**src/rtl/nvm_guard_pkg.sv**
```systemverilog
package nvm_guard_pkg;
    localparam int BUS_W  = 8;
    localparam int ADDR_W = 3;

    localparam logic [ADDR_W-1:0] A_CTRL = 3'd0;
    localparam logic [ADDR_W-1:0] A_KEY  = 3'd1;
    localparam logic [ADDR_W-1:0] A_PLO  = 3'd2;

    // control register bit positions
    localparam int B_WEN = 0;
    localparam int B_GO  = 1;
    localparam int B_RD  = 2;
    localparam int B_ERR = 3;
    localparam int B_CFG = 4;
    localparam int B_PGM = 5;

    typedef enum logic [1:0] {
        SQ_IDLE  = 2'd0,
        SQ_HALF  = 2'd1,
        SQ_ARMED = 2'd2
    } seq_e;

    typedef enum logic [1:0] {
        RG_DATA = 2'b00,
        RG_PROG = 2'b01,
        RG_CONF = 2'b10
    } region_e;
endpackage

```
**src/rtl/nvm_unlock_seq.sv**
```systemverilog
module nvm_unlock_seq
    import nvm_guard_pkg::*;
#(
    parameter logic [BUS_W-1:0] KEY_A = 8'h55,
    parameter logic [BUS_W-1:0] KEY_B = 8'hAA
) (
    input  logic              clk,
    input  logic              por_n,
    input  logic              warm_rst_n,
    input  logic              bus_sel,
    input  logic              bus_we,
    input  logic [ADDR_W-1:0] bus_addr,
    input  logic [BUS_W-1:0]  bus_wdata,
    output logic              armed
);
    typedef struct packed {
        seq_e st;
    } seq_s;

    seq_s seq_d, seq_q;
    logic key_wr;

    always_comb begin
        seq_d  = seq_q;
        key_wr = bus_sel && bus_we && (bus_addr == A_KEY);
        if (!warm_rst_n) begin
            seq_d.st = SQ_IDLE;
        end else if (bus_sel) begin
            if (key_wr && bus_wdata == KEY_A)
                seq_d.st = SQ_HALF;
            else if (key_wr && bus_wdata == KEY_B && seq_q.st == SQ_HALF)
                seq_d.st = SQ_ARMED;
            else
                seq_d.st = SQ_IDLE;
        end
    end

    always_ff @(posedge clk or negedge por_n) begin
        if (!por_n) seq_q <= '0;
        else        seq_q <= seq_d;
    end

    assign armed = (seq_q.st == SQ_ARMED);

    // arming only follows the second key written in the prior cycle
    p_arm_after_key_b_r2: assert property (@(posedge clk) disable iff (!por_n)
        $rose(armed) |-> $past(bus_sel && bus_we && bus_addr == A_KEY && bus_wdata == KEY_B));

    // any access while armed consumes or cancels the arming
    p_arm_one_shot_r3: assert property (@(posedge clk) disable iff (!por_n)
        armed && bus_sel |=> !armed);

    // warm reset abandons the sequence
    p_seq_warm_clear_r8: assert property (@(posedge clk) disable iff (!por_n)
        !warm_rst_n |=> seq_q.st == SQ_IDLE);
endmodule

```
**src/rtl/nvm_tblptr.sv**
```systemverilog
module nvm_tblptr
    import nvm_guard_pkg::*;
#(
    parameter int PTR_W = 22
) (
    input  logic              clk,
    input  logic              por_n,
    input  logic              warm_rst_n,
    input  logic              bus_sel,
    input  logic              bus_we,
    input  logic [ADDR_W-1:0] bus_addr,
    input  logic [BUS_W-1:0]  bus_wdata,
    output logic [BUS_W-1:0]  rd_byte,
    output logic [PTR_W-1:0]  ptr
);
    localparam int NLANE = (PTR_W + BUS_W - 1) / BUS_W;
    localparam int WIDE  = NLANE * BUS_W;

    typedef struct packed {
        logic [PTR_W-1:0] val;
    } ptr_s;

    ptr_s ptr_d, ptr_q;
    logic [NLANE-1:0] lane_hit;
    logic [WIDE-1:0]  wide_q;
    logic [WIDE-1:0]  wide_n;

    for (genvar g = 0; g < NLANE; g++) begin : g_lane
        assign lane_hit[g] = bus_addr == ADDR_W'(int'(A_PLO) + g);
    end

    always_comb begin
        wide_q              = '0;
        wide_q[PTR_W-1:0]   = ptr_q.val;
        wide_n              = wide_q;
        for (int i = 0; i < NLANE; i++) begin
            if (bus_sel && bus_we && lane_hit[i])
                wide_n[i*BUS_W +: BUS_W] = bus_wdata;
        end
        ptr_d.val = warm_rst_n ? wide_n[PTR_W-1:0] : '0;
    end

    always_comb begin
        rd_byte = '0;
        for (int i = 0; i < NLANE; i++) begin
            if (lane_hit[i]) rd_byte = wide_q[i*BUS_W +: BUS_W];
        end
    end

    always_ff @(posedge clk or negedge por_n) begin
        if (!por_n) ptr_q <= '0;
        else        ptr_q <= ptr_d;
    end

    assign ptr = ptr_q.val;

    // pointer moves only on a bus write or a warm reset
    p_ptr_hold_r11: assert property (@(posedge clk) disable iff (!por_n)
        !(bus_sel && bus_we) && warm_rst_n |=> $stable(ptr));
endmodule

```
**src/rtl/nvm_write_ctrl.sv**
```systemverilog
module nvm_write_ctrl
    import nvm_guard_pkg::*;
(
    input  logic              clk,
    input  logic              por_n,
    input  logic              warm_rst_n,
    input  logic              bus_sel,
    input  logic              bus_we,
    input  logic [ADDR_W-1:0] bus_addr,
    input  logic [BUS_W-1:0]  bus_wdata,
    input  logic              armed,
    input  logic              ptr_conf,
    input  logic              nvm_done,
    output logic [BUS_W-1:0]  ctrl_byte,
    output logic              nvm_start,
    output logic              nvm_rd_start,
    output logic [1:0]        nvm_sel,
    output logic              cpu_stall,
    output logic              done_irq
);
    typedef struct packed {
        logic    wen;
        logic    go;
        logic    cfg;
        logic    pgm;
        logic    err;
        logic    start;
        logic    rdp;
        logic    irq;
        region_e busy_rg;
    } ctl_s;

    ctl_s    ctl_d, ctl_q;
    region_e live_rg;
    logic    ctrl_wr;
    logic    unused_hi;

    assign unused_hi = ^bus_wdata[BUS_W-1:B_PGM+1];

    always_comb begin
        if (ctl_q.cfg || ptr_conf) live_rg = RG_CONF;
        else if (ctl_q.pgm)        live_rg = RG_PROG;
        else                       live_rg = RG_DATA;
    end

    always_comb begin
        ctl_d       = ctl_q;
        ctl_d.start = 1'b0;
        ctl_d.rdp   = 1'b0;
        ctl_d.irq   = 1'b0;
        ctrl_wr     = bus_sel && bus_we && (bus_addr == A_CTRL);
        if (!warm_rst_n) begin
            ctl_d.wen     = 1'b0;
            ctl_d.go      = 1'b0;
            ctl_d.cfg     = 1'b0;
            ctl_d.pgm     = 1'b0;
            ctl_d.busy_rg = RG_DATA;
            ctl_d.err     = ctl_q.err | ctl_q.go;
        end else begin
            if (ctl_q.go && nvm_done) begin
                ctl_d.go  = 1'b0;
                ctl_d.irq = 1'b1;
            end
            if (ctrl_wr) begin
                ctl_d.wen = bus_wdata[B_WEN];
                ctl_d.cfg = bus_wdata[B_CFG];
                ctl_d.pgm = bus_wdata[B_PGM];
                ctl_d.err = ctl_q.err & bus_wdata[B_ERR];
                if (bus_wdata[B_GO] && armed && ctl_q.wen && !ctl_q.go) begin
                    ctl_d.go      = 1'b1;
                    ctl_d.start   = 1'b1;
                    ctl_d.busy_rg = live_rg;
                end
                if (bus_wdata[B_RD] && !ctl_q.go)
                    ctl_d.rdp = 1'b1;
            end
        end
    end

    always_ff @(posedge clk or negedge por_n) begin
        if (!por_n) ctl_q <= '0;
        else        ctl_q <= ctl_d;
    end

    always_comb begin
        ctrl_byte        = '0;
        ctrl_byte[B_WEN] = ctl_q.wen;
        ctrl_byte[B_GO]  = ctl_q.go;
        ctrl_byte[B_RD]  = ctl_q.rdp;
        ctrl_byte[B_ERR] = ctl_q.err;
        ctrl_byte[B_CFG] = ctl_q.cfg;
        ctrl_byte[B_PGM] = ctl_q.pgm;
    end

    assign nvm_start    = ctl_q.start;
    assign nvm_rd_start = ctl_q.rdp;
    assign nvm_sel      = live_rg;
    assign cpu_stall    = ctl_q.go && (ctl_q.busy_rg != RG_DATA);
    assign done_irq     = ctl_q.irq;

    // a launch needs the sequencer armed on the launching write
    p_start_needs_arm_r2: assert property (@(posedge clk) disable iff (!por_n)
        nvm_start |-> $past(armed));

    // a launch needs write-enable already set
    p_start_needs_wen_r4: assert property (@(posedge clk) disable iff (!por_n)
        nvm_start |-> $past(ctl_q.wen));

    // busy holds until done or warm reset
    p_busy_holds_r5: assert property (@(posedge clk) disable iff (!por_n)
        ctl_q.go && !nvm_done && warm_rst_n |=> ctl_q.go);

    // stall only while busy
    p_stall_busy_r6: assert property (@(posedge clk) disable iff (!por_n)
        cpu_stall |-> ctl_q.go);

    // interrupted write leaves the error set
    p_err_on_abort_r7: assert property (@(posedge clk) disable iff (!por_n)
        ctl_q.go && !warm_rst_n |=> ctl_q.err);

    // error survives warm reset
    p_err_keeps_r7: assert property (@(posedge clk) disable iff (!por_n)
        ctl_q.err && !warm_rst_n |=> ctl_q.err);

    // completion flag is a single cycle
    p_irq_pulse_r10: assert property (@(posedge clk) disable iff (!por_n)
        done_irq |=> !done_irq);
endmodule

```
**src/rtl/nvm_write_guard.sv**
```systemverilog
module nvm_write_guard
    import nvm_guard_pkg::*;
#(
    parameter int               PTR_W = 22,
    parameter logic [BUS_W-1:0] KEY_A = 8'h55,
    parameter logic [BUS_W-1:0] KEY_B = 8'hAA
) (
    input  logic              clk,
    input  logic              por_n,
    input  logic              warm_rst_n,
    input  logic              bus_sel,
    input  logic              bus_we,
    input  logic [ADDR_W-1:0] bus_addr,
    input  logic [BUS_W-1:0]  bus_wdata,
    output logic [BUS_W-1:0]  bus_rdata,
    output logic              nvm_start,
    output logic              nvm_rd_start,
    output logic [1:0]        nvm_sel,
    output logic [PTR_W-1:0]  nvm_addr,
    input  logic              nvm_done,
    output logic              cpu_stall,
    output logic              done_irq
);
    logic             armed;
    logic [BUS_W-1:0] ctrl_byte;
    logic [BUS_W-1:0] ptr_byte;

    nvm_unlock_seq #(.KEY_A(KEY_A), .KEY_B(KEY_B)) u_seq (
        .clk        (clk),
        .por_n      (por_n),
        .warm_rst_n (warm_rst_n),
        .bus_sel    (bus_sel),
        .bus_we     (bus_we),
        .bus_addr   (bus_addr),
        .bus_wdata  (bus_wdata),
        .armed      (armed)
    );

    nvm_tblptr #(.PTR_W(PTR_W)) u_ptr (
        .clk        (clk),
        .por_n      (por_n),
        .warm_rst_n (warm_rst_n),
        .bus_sel    (bus_sel),
        .bus_we     (bus_we),
        .bus_addr   (bus_addr),
        .bus_wdata  (bus_wdata),
        .rd_byte    (ptr_byte),
        .ptr        (nvm_addr)
    );

    nvm_write_ctrl u_ctl (
        .clk          (clk),
        .por_n        (por_n),
        .warm_rst_n   (warm_rst_n),
        .bus_sel      (bus_sel),
        .bus_we       (bus_we),
        .bus_addr     (bus_addr),
        .bus_wdata    (bus_wdata),
        .armed        (armed),
        .ptr_conf     (nvm_addr[PTR_W-1]),
        .nvm_done     (nvm_done),
        .ctrl_byte    (ctrl_byte),
        .nvm_start    (nvm_start),
        .nvm_rd_start (nvm_rd_start),
        .nvm_sel      (nvm_sel),
        .cpu_stall    (cpu_stall),
        .done_irq     (done_irq)
    );

    always_comb begin
        bus_rdata = '0;
        if (bus_sel && !bus_we) begin
            if (bus_addr == A_CTRL) bus_rdata = ctrl_byte;
            else                    bus_rdata = ptr_byte;
        end
    end

    // the key register never returns data
    p_key_reads_zero_r1: assert property (@(posedge clk) disable iff (!por_n)
        bus_sel && !bus_we && bus_addr == A_KEY |-> bus_rdata == '0);
endmodule

```
**config.mk**
```make
export PLATFORM = sky130hd
export DESIGN_NAME = nvm_write_guard
export DESIGN_NICKNAME = d
export VERILOG_FILES = /design/src/rtl/nvm_guard_pkg.sv /design/src/rtl/nvm_unlock_seq.sv /design/src/rtl/nvm_tblptr.sv /design/src/rtl/nvm_write_ctrl.sv /design/src/rtl/nvm_write_guard.sv
export SDC_FILE = /design/constraint.sdc
export NUM_CORES = 1
export LEC_CHECK = 0
export BUFFER_PORTS_ARGS = -buffer_cell sky130_fd_sc_hd__buf_2
export CAP_MARGIN = 30
export CORE_MARGIN = 2
export CORE_UTILIZATION = 35
export DETAILED_ROUTE_END_ITERATION = 16
export SKIP_LAST_GASP = 1
export SLEW_MARGIN = 0
export SYNTH_ARGS = -nofsm -noshare
export SYNTH_HDL_FRONTEND = slang
export SYNTH_SLANG_ARGS = --single-unit
```
**constraint.sdc**
```tcl
create_clock -name clk -period 1.23 [get_ports clk]
set_input_delay 0.1845 -clock clk [delete_from_list [all_inputs] [get_ports clk]]
set_output_delay 0.1845 -clock clk [all_outputs]
set_load 0.01 [all_outputs]
```
==> results of run 1 <==
## area by class of cell
class,count,area (um^2),share of cell area
Clock buffer,7,76.3,0.0287
Inverter,3,11.3,0.00424
Multi-Input combinational cell,146,961,0.361
Sequential cell,34,852,0.320
Tap cell,70,87.6,0.0329
Timing Repair Buffer,97,671,0.252
## registers in the layout, summed over array words and instances (netlist names)
name and count:
u_ctl.ctl_q 2, u_ctl.ctrl_byte 5, u_ctl.done_irq 1, u_ctl.nvm_rd_start 1, u_ctl.nvm_start 1, u_ptr.ptr 22
u_seq.seq_q 2
## cell usage in the layout (no fill, tap or decap), drive strengths merged
cell / Yosys / layout
buf: 16 / 95
dfrtp: 34 / 34
a21oi: 31 / 31
o21ai: 26 / 26
nand3: 26 / 26
mux2i: 10 / 10
clkbuf: 4 / 8
nor3: 8 / 8
o21a: 7 / 7
nand2: 6 / 6
a31oi: 6 / 6
and4b: 3 / 3
inv: 3 / 3
nor2: 3 / 3
and4: 2 / 2
nand4bb: 2 / 2
nand2b: 2 / 2
nand4b: 2 / 2
nor4b: 2 / 2
and3b: 1 / 1
and3: 1 / 1
a211oi: 1 / 1
or2: 1 / 1
nor3b: 1 / 1
and4bb: 1 / 1
o31ai: 1 / 1
nor4: 1 / 1
a22o: 1 / 1
a32o: 1 / 1
dlygate4sd3: 0 / 1
## metal layers
metal  vias up  part of all wire  wire length [um]
met1       934              0.46              2630
li1        919                 -                 -
met4         0             0.012                70
met2        66              0.48              2780
met5         -                 0                 0
met3         6             0.053               306
## Yosys cell counts (all sizes together)
cell     number  area (um^2)
a211oi        1         7.51
o21a          7         52.6
a32o          1         10.0
inv           3         11.3
nor2          3         13.8
nor4b         2         23.8
nand4b        2         32.5
or2           1         6.26
and4          2         17.5
nand2         6         22.5
nand2b        2         12.5
nor3b         1         7.51
a21oi        31          155
and3b         1         10.0
mux2i        10          100
a31oi         6         37.5
nor4          1         6.26
and3          1         6.26
and4bb        1         12.5
clkbuf        4         15.0
and4b         3         30.0
o31ai         1         7.51
o21ai        26          130
nand4bb       2         22.5
a22o          1         8.76
buf          16          118
dfrtp        34          851
nor3          8         40.0
nand3        26          135
## cells by family after synthesis
logic type             after synthesis
AOI/OAI and AO/OA                   74
and+or+nand+nor                     62
DFF                                 34
buffers and inverters               23
muxes                               10
## power groups by stage
stage / Clock, mW / Combinational, mW / Sequential (mW)
6_report: 0.765 / 0.362 / 1.14
3_5_place_dp: 0 / 0.336 / 1.16
4_1_cts: 0.789 / 0.350 / 1.14
2_1_floorplan: 0 / 0.160 / 1.16
5_1_grt: 0.865 / 0.392 / 1.14
3_3_place_gp: 0 / 0.335 / 1.16
## worst min-delay path by stage
stage	endpoint	slack, ns	cells after the start
floorplan	u_ctl.ctl_q[0]	-0.11	0
global placement	u_ptr.ptr[11]	0.1	1
detailed placement	u_ptr.ptr[11]	0.1	1
CTS	u_ctl.done_irq	0.18	2
global route	u_ctl.done_irq	0.19	2
finish	u_ctl.done_irq	0.18	2
## timing repair
item / 4_1_cts / 5_1_grt
pin swaps: 5 / 7
endpoints found under the hold margin: 11 / 0
hold buffers: 1 / 0
setup endpoints to repair: 11 / 14
setup buffers: 11 / 8
gates resized for setup: 9 / 8
## through the flow
| step | cells | TNS, ns | cell area (um^2) | total power [mW] | utilization |
|---|---|---|---|---|---|
| 2_1_floorplan | 203 | 0 | 1910 | 1.32 | - |
| 3_3_place_gp | 331 | -3.82 | 2370 | 1.49 | 0.458 |
| 3_5_place_dp | 331 | -4.28 | 2370 | 1.49 | 0.458 |
| 4_1_cts | 350 | -1.79 | 2580 | 2.28 | 0.499 |
| 5_1_grt | 357 | -2.23 | 2660 | 2.39 | 0.514 |
| 6_report | 357 | -1.23 | 2660 | 2.26 | 0.514 |
==> impl_metrics.yaml, run 1 <==
sta:
  setup_ws_ns: -0.190
  max_freq_mhz: 704
  hold_violations: 0
  max_slew_margin: 0.782
  fin_crit_ns: 1.42
  rsz0062_at_grt: "true"
  slew_viol_final: 0
  skew_ns: 0.00442
  worstMarginPinSlew_ns: 0.327
  finalSetupViolCount: 12
  finalCritPeriodShare: 1.15
  fin_hold_ws_ns: 0.183
power_and_ir_drop:
  sw_frac_of_total: 0.263
  seq_power_share: 0.502
  intPower_mw: 1.67
  switchingPower_mw: 0.594
  peakVddDrop_mv: 0.417
  leakage_nw: 1.28
  power_density_nw_per_um2: 851
  clockPowerShare: 0.338
  pwr-share-comb: 0.160
logic_synthesis:
  synth_fa_ha_area_frac: 0
  synthSimpleGateAreaFrac: 0.210
  ys.warnings.count: 0
  synth_area_um2: 1900
  syn_area_per_cell_um2: 9.37
  synth_cell_type_count: 38
  synth-xor-area-share: 0
  synth_mux_area_frac: 0.0526
  synth-seq-cells: 34
  ys_seq_area_frac: 0.447
  syn_nets: 220
  synth_cells: 203
  synth_compound_area_frac: 0.215
  synth_top_family_by_area: "compound AO/OA/AOI/OAI gates"
hold_path:
  hold_start: "nvm_done"
  hold_class: "in -> reg"
critical_path:
  crit_family: "flip-flops"
  crit_cells: 4
  critPathLaunch: "u_ptr.ptr[5]"
  cp.required_ns: 1.05
  setup.worst_path.end: "bus_rdata[5]"
  cp_max_fo: 2
  crit_type: "reg -> out"
  cpPeakStageDelay_ns: 0.37
  cp_cell_sequence: "mux2i_1 -> o21a_1 -> a211oi_2 -> buf_2"
  crit_slowest_cell: "dfrtp_1"
  r2r_end: "u_ctl.ctl_q[0]"
  reg2reg_slack_ns: 0.01
  path_buf_inv: 1
  regToRegStartpoint: "u_ctl.ctrl_byte[1]"
  startpoint_type: "flip-flop"
  cp-end-kind: "output port"
  arrival_ns: 1.24
  ff2ff_path_depth: 5
layout:
  area_growth_pct: 39.7
  num_antenna_cells: 0
  final_layout_size_suffix_gt1_frac: 0.411
  fill_cells: 512
  fin_nets: 304
floorplan:
  rows: 26
  die_w_um: 77.7
  core_um2: 5170
  dieArea_um2: 6040
  die_h_um: 77.7
  io_pins: 53
  start_util: 0.368
placed_design:
  dp_slack_ns: -0.178
  gp_congestion: 0.845
  hpwl_um: 4130
  io_buffers: 52
global_routing:
  grt_pass1_vias: 1808
  grt_pass1_wl_um: 9360
  grt_max_degree: 24
  grtUsageMet1: 0.267
  globalRoute.totalOverflow: 0
  busiest_layer: "met2"
  use_met2: 0.315
  use_met3: 0.0442
  antenna_found_initial: 0
  grt_use_total: 0.198
cts:
  clockRootBuffer: "clkbuf_8"
  cts.sinks: 34
  path_clk_slew_ns: 0.06
  clock_latency_ns: 0.28
  cts_buffer_depth: 2
  cts_max_level: 2
  tritoncts: "yes"
  numCtsBuffers: 5
route:
  wl_um: 5790
  drc_errors: 0
  ant_nets: 0
  dr.pass1.iters: 4
  via_per_inst: 5.39
  drt_iter0_drc: 139
  vias: 1925
  post_drt_wl_per_cell_um: 16.2
outcome:
  status: "finished, violations left"
  failed_checks: "setup timing"
flow_run:
  max_cap_viol_count: 0
Power figures use the tool's default switching activity.
==> run 2, diff against run 1 <==
--- a/config.mk
+++ b/config.mk
@@ -10,6 +10,7 @@
 export CORE_MARGIN = 2
 export CORE_UTILIZATION = 35
 export DETAILED_ROUTE_END_ITERATION = 16
+export RECOVER_POWER = 25
 export SKIP_LAST_GASP = 1
 export SLEW_MARGIN = 0
 export SYNTH_ARGS = -nofsm -noshare
==> run 2 against run 1 <==
Effect of this change: the run still ends with setup timing left; via count shrank 0.16%; maximum frequency about the same; sequential share of layout area is essentially flat; die area stayed put; sequential power is essentially flat; count of clock-buffer cells in the layout is the same; core utilization is essentially flat; combinational power hardly changed; clock skew about the same; register-to-register slack is essentially flat; flip-flop and latch count unchanged; cell area hardly changed.
==> impl_metrics.yaml, run 2 (synthesis gave the netlist of run 1 again) <==
layout:
  final_cell_mix: "buf_2, buf_4, dfrtp_1, a21oi_1, o21ai_0"
  final_layout_size_suffix_gt1_frac: 0.408
  area_growth_pct: 39.6
  finish.utilization: 0.514
  num_antenna_cells: 0
  largest_reg_flops: 22
  layout_commonest_cell: "buf_2"
  fin_nets: 304
route:
  wl_um: 5790
  ant_nets: 0
  vias: 1922
  post_drt_wl_per_cell_um: 16.2
  dr.pass1.iters: 4
  via_per_inst: 5.38
  drc_errors: 0
  drt_iter0_drc: 139
cts:
  clockRootBuffer: "clkbuf_8"
  cts_max_level: 2
  numCtsBuffers: 5
  clock_latency_ns: 0.28
  path_clk_slew_ns: 0.06
  cts_buffer_depth: 2
  tritoncts: "yes"
  cts.sinks: 34
global_routing:
  grt_pass1_vias: 1808
  grt_pass1_wl_um: 9360
  globalRoute.totalOverflow: 0
  grt_max_degree: 24
  grt_use_total: 0.198
  antenna_found_initial: 0
critical_path:
  crit_type: "reg -> out"
  regToRegStartpoint: "u_ctl.ctrl_byte[1]"
  arrival_ns: 1.24
  cpPeakStageDelay_ns: 0.37
  startpoint_type: "flip-flop"
  path_buf_inv: 1
  cp_cell_sequence: "mux2i_1 -> o21a_1 -> a211oi_2 -> buf_2"
  critPathLaunch: "u_ptr.ptr[5]"
  crit_family: "flip-flops"
  cp_max_fo: 2
  cp.required_ns: 1.05
  crit_slowest_cell: "dfrtp_1"
  cp-end-kind: "output port"
sta:
  skew_ns: 0.00442
  finalCritPeriodShare: 1.15
  setup_ws_ns: -0.190
  fin_hold_ws_ns: 0.183
  slew_viol_final: 0
  fin_crit_ns: 1.42
  hold_violations: 0
  worstMarginPinSlew_ns: 0.781
  finalSetupViolCount: 12
  max_freq_mhz: 704
  rsz0062_at_grt: "true"
  max_slew_margin: 0.479
  setup_tns_ns: -1.23
floorplan:
  io_pins: 53
  die_w_um: 77.7
  dieArea_um2: 6040
  start_util: 0.368
  die_h_um: 77.7
  rows: 26
  core_um2: 5170
power_and_ir_drop:
  power_density_nw_per_um2: 852
  leakage_nw: 1.28
  finalPower_mw: 2.26
  peakVddDrop_mv: 0.417
placed_design:
  gp_congestion: 0.845
  hpwl_um: 4130
  io_buffers: 52
flow_run:
  max_cap_viol_count: 0
outcome:
  failed_checks: "setup timing"
  status: "finished, violations left"
hold_path:
  hold_class: "in -> reg"
  hold_start: "nvm_done"
## run 2: per-stage QoR
stage / instance area (um^2) / worst slack, ns / instances
finish: 2660 / -0.190 / 357
global route: 2660 / -0.267 / 357
CTS: 2580 / -0.231 / 350
detailed placement: 2370 / -0.178 / 331
global placement: 2370 / -0.163 / 331
floorplan: 1910 / 0.0337 / 203
## run 2: where the power goes
group	internal, mW	switching (mW)	leakage (nW)	total, mW
Combinational	0.151	0.211	0.774	0.362
Sequential	1.13	0.00824	0.467	1.14
Clock	0.389	0.375	0.0383	0.765
## run 2: cell type report
class,instances,area (um^2)
clock buffers,7,76.3
inverters,3,11.3
multi-input cells,146,961
well taps,70,87.6
flip-flops and latches,34,852
repair buffers,97,669
fillers,512,2510
## run 2: what timing repair did
item,4_1_cts,5_1_grt
endpoints found under the hold margin,11,0
endpoints found under the setup margin,11,14
pin swaps,5,7
gates resized for setup,9,8
buffers inserted,11,8
hold buffers,1,0
## run 2: path summary, 6_finish.rpt
check,endpoint,slack (ns),cells past startpoint
worst max-delay path,bus_rdata[5],-0.19,4
worst min-delay path,u_ctl.done_irq,0.18,2
worst max register to register,u_ctl.ctl_q[0],0.01,5
worst min register to register,u_ctl.ctl_q[1],0.54,2
max in group asynchronous,u_ptr.ptr[21],0.13,3
min in group asynchronous,u_ptr.ptr[12],0.50,2
## run 2: worst reg2reg max path, delay by kind of cell (launching register included)
kind          cells  cell delay (ns)
flops             1             0.40
mux               1             0.16
simple gates      2             0.29
buf+inv           2             0.26
## run 2: per-layer routing
metal  up-vias  GRT usage  part of all wire
met2        66      0.315              0.48
met3         6     0.0442             0.053
met1       931      0.267              0.46
met5         -          0                 0
met4         0     0.0661             0.012
li1        919          -                 -
==> run 3, diff against run 2 <==
--- a/config.mk
+++ b/config.mk
@@ -11,6 +11,7 @@
 export CORE_UTILIZATION = 35
 export DETAILED_ROUTE_END_ITERATION = 16
 export RECOVER_POWER = 25
+export SKIP_CTS_REPAIR_TIMING = 1
 export SKIP_LAST_GASP = 1
 export SLEW_MARGIN = 0
 export SYNTH_ARGS = -nofsm -noshare
==> run 3 against run 2 <==
Effect of this change: the run still ends with setup timing left; global-route usage shrank 0.45 points; maximum frequency fell by 2.8%; worst hold slack improved by 0.0049 ns; clock skew barely moved; first-iteration DRC count fell by 9.4%; routed wire length down 2.8%; critical path depth is the same; count of clock-buffer cells in the layout is the same; die area stayed put; non-clock buffer count decreased by 10; highest routed layer unchanged.
==> impl_metrics.yaml, run 3 (synthesis gave the netlist of run 1 again) <==
global_routing:
  grt_max_degree: 24
  grt_use_total: 0.194
  grt_pass1_wl_um: 9130
  globalRoute.totalOverflow: 0
  grt_pass1_vias: 1758
  antenna_found_initial: 0
cts:
  clockRootBuffer: "clkbuf_8"
  cts_max_level: 2
  numCtsBuffers: 5
  path_clk_slew_ns: 0.07
  cts_buffer_depth: 2
  clock_latency_ns: 0.28
  tritoncts: "yes"
  cts.sinks: 34
outcome:
  status: "finished, violations left"
  failed_checks: "setup timing"
floorplan:
  die_w_um: 77.7
  start_util: 0.368
  dieArea_um2: 6040
  rows: 26
  die_h_um: 77.7
  core_um2: 5170
  io_pins: 53
route:
  drt_iter0_drc: 126
  wl_um: 5630
  post_drt_wl_per_cell_um: 16.2
  vias: 1864
  ant_nets: 0
  via_per_inst: 5.37
  drc_errors: 0
  dr.pass1.iters: 4
critical_path:
  cp.required_ns: 1.05
  crit_type: "reg -> out"
  arrival_ns: 1.28
  startpoint_type: "flip-flop"
  cp_max_fo: 3
  cp-end-kind: "output port"
layout:
  largest_reg_flops: 22
  fill_cells: 514
  area_growth_pct: 35.0
  final_layout_size_suffix_gt1_frac: 0.379
  final_cell_mix: "buf_2, dfrtp_1, a21oi_1, buf_4, o21ai_0"
  layout_commonest_cell: "buf_2"
  design_area_um2: 2570
  fin_nets: 294
  ff_latch_area_um2: 851
  multiInputGateArea_um2: 961
  num_antenna_cells: 0
sta:
  skew_ns: 0.00458
  fin_crit_ns: 1.46
  max_freq_mhz: 684
  slew_viol_final: 0
  hold_violations: 0
  max_slew_margin: 0.479
  finalSetupViolCount: 11
  setup_ws_ns: -0.231
  finalCritPeriodShare: 1.19
  worstMarginPinSlew_ns: 0.781
  rsz0062_at_grt: "true"
placed_design:
  hpwl_um: 4130
  gp_congestion: 0.845
  io_buffers: 52
  placedInstanceArea_um2: 2370
power_and_ir_drop:
  power_density_nw_per_um2: 878
  leakage_nw: 1.22
  peakVddDrop_mv: 0.421
  finalPower_mw: 2.26
hold_path:
  hold_class: "in -> reg"
flow_run:
  max_cap_viol_count: 0
## run 3: cell types whose count changed in the layout (fill, tap and decap cells not counted)
cell,change
dfrtp_2,-1
dfrtp_1,+1
clkbuf_1,+1
buf_4,-9
buf_6,-2
## run 3: area by class of cell
type / count / area share
Multi-Input combinational cell: 146 / 0.374
Sequential cell: 34 / 0.331
Timing Repair Buffer: 87 / 0.227
Tap cell: 70 / 0.0341
Clock buffer: 7 / 0.0297
Inverter: 3 / 0.00438
## run 3: per-layer routing
metal  vias up  GRT usage  share of wire
met1       895      0.262           0.46
met5         -          0              0
met2        63      0.301           0.47
li1        900          -              -
met3         6     0.0453          0.053
met4         0     0.0714          0.013
## run 3: per-stage QoR
step | hold WS, ns | utilization | worst slack [ns] | TNS [ns] | cells
6_report | 0.187 | 0.497 | -0.231 | -1.34 | 347
3_3_place_gp | 0.0977 | 0.458 | -0.163 | -3.82 | 331
5_1_grt | 0.187 | 0.497 | -0.298 | -2.17 | 347
4_1_cts | -0.210 | 0.473 | -0.290 | -1.86 | 338
2_1_floorplan | -0.111 | - | 0.0337 | 0 | 203
3_5_place_dp | 0.0973 | 0.458 | -0.178 | -4.28 | 331
## run 3: path summary, 6_finish.rpt
check / from / to / slack [ns] / cells after the start
worst max-delay path: u_ptr.ptr[2] / bus_rdata[2] / -0.23 / 4
worst min-delay path: nvm_done / u_ctl.done_irq / 0.19 / 2
worst max register to register: u_seq.seq_q[0] / u_ctl.ctl_q[0] / 0.11 / 3
worst min register to register: u_ctl.ctl_q[1] / u_ctl.ctl_q[1] / 0.55 / 2
max in group asynchronous: por_n / u_seq.seq_q[0] / 0.14 / 3
min in group asynchronous: por_n / u_ptr.ptr[11] / 0.50 / 2
## run 3: worst max-delay path, cell delays in order, from the launching register on
cell,delay [ns]
dfrtp_1,0.37
mux2i_1,0.08
o21a_1,0.18
nor3_1,0.20
buf_2,0.17
## run 3: where the power goes
part / switching (mW) / total [mW] / internal (mW)
clock: 0.372 / 0.761 / 0.389
combinational: 0.209 / 0.356 / 0.147
sequential: 0.00886 / 1.14 / 1.13
